<file path="src/rtl/vsm_pkg.sv">
package vsm_pkg;
  typedef enum logic [2:0] {
    SEL_MON   = 3'd0,
    SEL_SYNC  = 3'd1,
    SEL_LEG   = 3'd2,
    SEL_EXT   = 3'd3,
    SEL_LWID  = 3'd4,
    SEL_VMODE = 3'd5
  } reg_sel_e;

  typedef enum logic [1:0] {
    MON_MONO = 2'd0,
    MON_RGB  = 2'd1,
    MON_VGA  = 2'd2,
    MON_TV   = 2'd3
  } mon_e;

  function automatic logic [15:0] leg_width(input logic [1:0] mode);
    return (mode == 2'd2) ? 16'h0028 : 16'h0050;
  endfunction

  function automatic logic [15:0] leg_vmode(input logic [1:0] mode, input mon_e mon);
    logic [15:0] v;
    unique case (mode)
      2'd0:    v = (mon == MON_VGA) ? 16'h0005 : 16'h0000;
      2'd1:    v = (mon == MON_VGA) ? 16'h0009 : 16'h0004;
      2'd2:    v = (mon == MON_MONO) ? 16'h0000 :
                   (mon == MON_VGA)  ? 16'h0008 : 16'h0006;
      default: v = 16'h0000;
    endcase
    return v;
  endfunction
endpackage

</file>
<file path="src/rtl/vsm_regs.sv">
module vsm_regs
  import vsm_pkg::*;
#(
  parameter int DATA_W = 16,
  parameter int LW_W   = 10,
  parameter int VM_W   = 16
) (
  input  logic              clk_i,
  input  logic              rst_ni,
  input  logic              wr_en_i,
  input  logic [2:0]        wr_sel_i,
  input  logic [DATA_W-1:0] wr_data_i,
  input  logic [1:0]        monitor_i,
  output logic [1:0]        sync_q_o,
  output logic [1:0]        leg_q_o,
  output logic [DATA_W-1:0] ext_q_o,
  output logic [LW_W-1:0]   lw_q_o,
  output logic [VM_W-1:0]   vm_q_o,
  output logic              leg_pal_q_o
);
  reg_sel_e    sel;
  logic [15:0] side_lw, side_vm;

  assign sel     = reg_sel_e'(wr_sel_i);
  assign side_lw = leg_width(wr_data_i[1:0]);
  assign side_vm = leg_vmode(wr_data_i[1:0], mon_e'(monitor_i));

  always_ff @(posedge clk_i or negedge rst_ni) begin
    if (!rst_ni) begin
      sync_q_o    <= '0;
      leg_q_o     <= '0;
      ext_q_o     <= '0;
      lw_q_o      <= '0;
      vm_q_o      <= '0;
      leg_pal_q_o <= 1'b0;
    end else if (wr_en_i) begin
      unique case (sel)
        SEL_SYNC:  sync_q_o <= wr_data_i[1:0];
        SEL_LEG: begin
          leg_q_o     <= wr_data_i[1:0];
          leg_pal_q_o <= 1'b1;
          lw_q_o      <= LW_W'(side_lw);
          vm_q_o      <= VM_W'(side_vm);
        end
        SEL_EXT: begin
          ext_q_o     <= wr_data_i;
          leg_pal_q_o <= 1'b0;
        end
        SEL_LWID:  lw_q_o <= wr_data_i[LW_W-1:0];
        SEL_VMODE: vm_q_o <= VM_W'(wr_data_i);
        default: ;  // monitor view is read-only
      endcase
    end
  end
endmodule

</file>
<file path="src/rtl/vsm_depth_dec.sv">
module vsm_depth_dec #(
  parameter int DATA_W = 16
) (
  input  logic [DATA_W-1:0] ext_i,
  input  logic [1:0]        leg_i,
  input  logic              leg_pal_i,
  output logic [4:0]        bpp_o
);
  always_comb begin
    if (ext_i[10])      bpp_o = 5'd1;
    else if (ext_i[8])  bpp_o = 5'd16;
    else if (ext_i[4])  bpp_o = 5'd8;
    else if (!leg_pal_i) bpp_o = 5'd4;
    else begin
      unique case (leg_i)
        2'd0:    bpp_o = 5'd4;
        2'd1:    bpp_o = 5'd2;
        default: bpp_o = 5'd1;
      endcase
    end
  end
endmodule

</file>
<file path="src/rtl/vsm_pix_rate.sv">
module vsm_pix_rate (
  input  logic [1:0] rate_i,
  output logic [2:0] cyc_o,
  output logic       bad_o
);
  always_comb begin
    unique case (rate_i)
      2'b00:   cyc_o = 3'd4;
      2'b01:   cyc_o = 3'd2;
      default: cyc_o = 3'd1;
    endcase
    bad_o = &rate_i;
  end
endmodule

</file>
<file path="src/rtl/vshift_mode_ctrl.sv">
module vshift_mode_ctrl #(
  parameter int DATA_W = 16,
  parameter int LW_W   = 10,
  parameter int VM_W   = 16
) (
  input  logic              clk_i,
  input  logic              rst_ni,
  input  logic              wr_en_i,
  input  logic [2:0]        wr_sel_i,
  input  logic [DATA_W-1:0] wr_data_i,
  input  logic [1:0]        monitor_i,
  output logic [7:0]        mon_reg_o,
  output logic [7:0]        sync_o,
  output logic [7:0]        legacy_o,
  output logic [DATA_W-1:0] ext_mode_o,
  output logic [LW_W-1:0]   line_width_o,
  output logic [VM_W-1:0]   vid_mode_o,
  output logic              legacy_pal_o,
  output logic [4:0]        bpp_o,
  output logic [2:0]        cyc_per_pix_o,
  output logic              mode_bad_o
);
  logic [1:0] sync_q, leg_q;

  vsm_regs #(.DATA_W(DATA_W), .LW_W(LW_W), .VM_W(VM_W)) u_regs (
    .clk_i       (clk_i),
    .rst_ni      (rst_ni),
    .wr_en_i     (wr_en_i),
    .wr_sel_i    (wr_sel_i),
    .wr_data_i   (wr_data_i),
    .monitor_i   (monitor_i),
    .sync_q_o    (sync_q),
    .leg_q_o     (leg_q),
    .ext_q_o     (ext_mode_o),
    .lw_q_o      (line_width_o),
    .vm_q_o      (vid_mode_o),
    .leg_pal_q_o (legacy_pal_o)
  );

  vsm_depth_dec #(.DATA_W(DATA_W)) u_depth (
    .ext_i     (ext_mode_o),
    .leg_i     (leg_q),
    .leg_pal_i (legacy_pal_o),
    .bpp_o     (bpp_o)
  );

  vsm_pix_rate u_rate (
    .rate_i (vid_mode_o[3:2]),
    .cyc_o  (cyc_per_pix_o),
    .bad_o  (mode_bad_o)
  );

  assign mon_reg_o = {monitor_i, 6'b0};
  assign sync_o    = {6'b0, sync_q};
  assign legacy_o  = {6'b0, leg_q};
endmodule

</file>
<file path="config.mk">
export PLATFORM = sky130hd
export DESIGN_NAME = vshift_mode_ctrl
export DESIGN_NICKNAME = d
export VERILOG_FILES = /design/src/rtl/vsm_pkg.sv /design/src/rtl/vsm_regs.sv /design/src/rtl/vsm_depth_dec.sv /design/src/rtl/vsm_pix_rate.sv /design/src/rtl/vshift_mode_ctrl.sv
export SDC_FILE = /design/constraint.sdc
export NUM_CORES = 1
export LEC_CHECK = 0
export BUFFER_PORTS_ARGS = -buffer_cell sky130_fd_sc_hd__buf_2
export CAP_MARGIN = 20
export CORE_MARGIN = 1
export CORE_UTILIZATION = 45
export CTS_CLUSTER_SIZE = 24
export DETAILED_ROUTE_END_ITERATION = 10
export PLACE_DENSITY = 0.77
export REMOVE_ABC_BUFFERS = 1
export SYNTH_ARGS = -nofsm -noshare
export SYNTH_HDL_FRONTEND = slang
export SYNTH_SLANG_ARGS = --single-unit
export TNS_END_PERCENT = 10
</file>
<file path="constraint.sdc">
create_clock -name clk_i -period 2.6 [get_ports clk_i]
set_input_delay 0.39 -clock clk_i [delete_from_list [all_inputs] [get_ports clk_i]]
set_output_delay 0.39 -clock clk_i [all_outputs]
set_load 0.03 [all_outputs]
</file>
==> flow_summary.toml <==
[floorplan]
rows = 25
die_w_um = 72.8
core_area_mm2 = 0.00479
ios = 100
initial_utilization_pct = 47.1
die_area_mm2 = 0.00530
fp.dieH_um = 72.8

[logic_synthesis]
synthSimpleGateAreaFrac_pct = 13.7
synthTopCellsByArea = "dfrtp_1 (52%), mux2_2 (10%), buf_4 (7.0%)"
ys_types = 33
syn_inst = 198
synth_mux_area_share_pct = 9.99
synth_area_per_cell_um2 = 11.4
ys_seq_area_share_pct = 52.2
synth_top_area_cell = "dfrtp_1"
syn_area_mm2 = 0.00225
synth-seq-cells = 47
synth_top_family_by_area = "simple AND/OR/NAND/NOR gates"
synth-warning-count = 0
synth_adder_area_share_pct = 0
synthXorXnorAreaFrac_pct = 0.777
synth_compound_area_share_pct = 12.9
synth_top_area_share_pct = 52.2

[power_and_ir_drop]
powerDensity_mw_per_mm2 = 896
leakage_nw = 1.39
finalPower_mw = 2.45
vdd_drop_max_uv = 381

[clock_tree]
cts_buffer_depth = 2
cts_tree = "built"
numCtsBuffers = 5
clk_pin_slew_ps = 80
postCtsHoldBufs = 0
postCtsResizedCells = 0
post_cts_buffers = 0
clock_sinks = 47
cts.htree.levels = 2
cts-root-buf = "clkbuf_8"
clk_latency_ps = 300

[run_status]
status = "completed"

[drt]
wl_mm = 4.60
vias = 1685
drt_iter0_markers = 76
wl_per_cell_um = 13.5
route.detailed.drc = 0
drt_pass1_iterations = 4
vias_per_cell = 4.96
drtAntennaViolNets = 0

[setup_path]
end_kind = "output pin"
startpoint_type = "register"
critPathSlowestCell = "dfrtp_1"
path_max_fanout = 4
required_ps = 2210
arrival_ps = 1340
worstSetupPathType = "register to output pin"
crit_chain = "o21ai_0 -> nor4b_1 -> buf_2"
critPathBufInv = 1
path_delay_family = "flip-flops"
crit_path_max_incr_delay_ps = 410

[placed_design]
gp_congestion = 0.810
io_buffer_count = 81
placed_area_mm2 = 0.00259
hpwl_mm = 3.35

[final_layout]
drive_gt1_share_pct = 42.1
post-route-cell-area_mm2 = 0.00273
nNetsFinal = 296
area_growth_pct = 21.1
antenna_cells = 0
layout_commonest_cell = "buf_2"
layout.area.seq_mm2 = 0.00118
fill_cells = 438
most-common-layout-cells = "buf_2 (81), dfrtp_1 (47), mux2_2 (20), conb_1 (18), o21ai_0 (15)"
multiInputGateArea_um2 = 911

[timing]
maxSlewHeadroom_pct = 59.0
fin_setup_tns_ps = 0
hold_viol = 0
rsz0062_at_grt = "no"
setup_viol = 0
drv_slew = 0
finClkSkew_ps = 0
period_needed_ps = 1730
period_share_pct = 66.5
max_freq_mhz = 578
worstMarginPinSlew_ps = 612

[grt]
grt_antenna_before_repair = 0
track_usage_pct = 18.2
grt-ovfl-total = 0
first_global_vias = 1494
grt_max_degree = 48
grt_first_pass_wirelength_mm = 7.38

[worst_hold_path]
hold_path.class = "primary input to async pin"

[job]
cap_viol_max_count = 0
-- cell usage after synthesis --
| cell | n |
|---|---|
| a31oi_1 | 2 |
| nor3_1 | 4 |
| o21ai_0 | 15 |
| and2_1 | 2 |
| nor2_1 | 6 |
| nor3b_2 | 1 |
| conb_1 | 1 |
| nor3b_1 | 3 |
| nor4bb_1 | 1 |
| nand2_1 | 12 |
| and3b_1 | 2 |
| inv_1 | 3 |
| nand4bb_1 | 1 |
| nor2b_1 | 9 |
| o21ai_4 | 1 |
| nand2b_1 | 2 |
| dfrtp_1 | 47 |
| nor4b_1 | 2 |
| a32o_1 | 1 |
| mux2_2 | 20 |
| a22o_1 | 12 |
| o311ai_0 | 2 |
| buf_2 | 5 |
| a21o_1 | 2 |
| buf_4 | 21 |
| buf_6 | 2 |
| or2_2 | 1 |
| a21oi_1 | 8 |
| xnor2_1 | 2 |
| nand4b_2 | 1 |
| nand3b_1 | 2 |
| and4bb_2 | 1 |
| clkbuf_1 | 4 |
-- worst paths after layout --
check	slack (ps)	startpoint	end	cells past startpoint
min in group clk_i	330	wr_data_i[12]	u_regs.vm_q_o[12]	2
worst min-delay path	180	rst_ni	u_regs.vm_q_o[0]	2
worst min register to register	480	u_regs.vm_q_o[0]	u_regs.vm_q_o[0]	2
worst max register to register	1740	u_regs.lw_q_o[9]	u_regs.lw_q_o[9]	3
max in group asynchronous	2030	rst_ni	u_regs.ext_q_o[8]	2
worst max-delay path	870	u_regs.leg_q_o[0]	bpp_o[2]	3
-- through the flow --
| stage | hold slack, ps | instances | worst slack (ps) | util, % |
|---|---|---|---|---|
| 2_1_floorplan | 94.4 | 183 | 515 | - |
| 3_3_place_gp | 460 | 332 | 810 | 54.2 |
| 3_5_place_dp | 466 | 332 | 762 | 54.2 |
| 4_1_cts | 194 | 340 | 849 | 57.1 |
| 5_1_grt | 223 | 340 | 694 | 57.1 |
| 6_report | 177 | 340 | 871 | 57.1 |
-- power by group --
| group | switching, mW | internal (mW) | leakage [nW] |
|---|---|---|---|
| clock network | 0.247 | 0.383 | 0.0644 |
| registers | 0.0985 | 0.878 | 0.581 |
| logic | 0.574 | 0.265 | 0.741 |
-- layer usage --
metal  GRT usage, %  part of all wire (%)  wire [um]  vias to the layer above
met5              0                     0          0                        -
met4           5.66                  0.91         42                        0
met3           4.70                   6.0        274                        5
met2           27.5                    46       2100                       66
met1           25.8                    47       2180                      809
li1               -                     -          -                      805
-- layout make-up --
type	instances	area share (%)
Tap cell	67	3.07
Timing Repair Buffer	82	15.1
Multi-Input combinational cell	133	33.3
Clock inverter	3	2.47
Clock buffer	5	2.52
Sequential cell	47	43.1
Inverter	3	0.412
-- cells by family (layout without fill, tap and decap cells) --
family / after synthesis / after routing
AND/OR/NAND/NOR: 50 / 50
buffers and inverters: 35 / 93
flip-flops: 47 / 47
multiplexers: 20 / 20
other: 1 / 18
XOR/XNOR: 2 / 2
AO/OA/AOI/OAI: 43 / 43
-- state kept, by name (all words and copies together) (netlist names) --
signal and cells:
u_regs.ext_q_o 16, u_regs.vm_q_o 16, u_regs.lw_q_o 10, u_regs.leg_q_o 2, u_regs.sync_q_o 2, u_regs.leg_pal_q_o 1
Note: power is estimated with default switching activity, not from simulation.
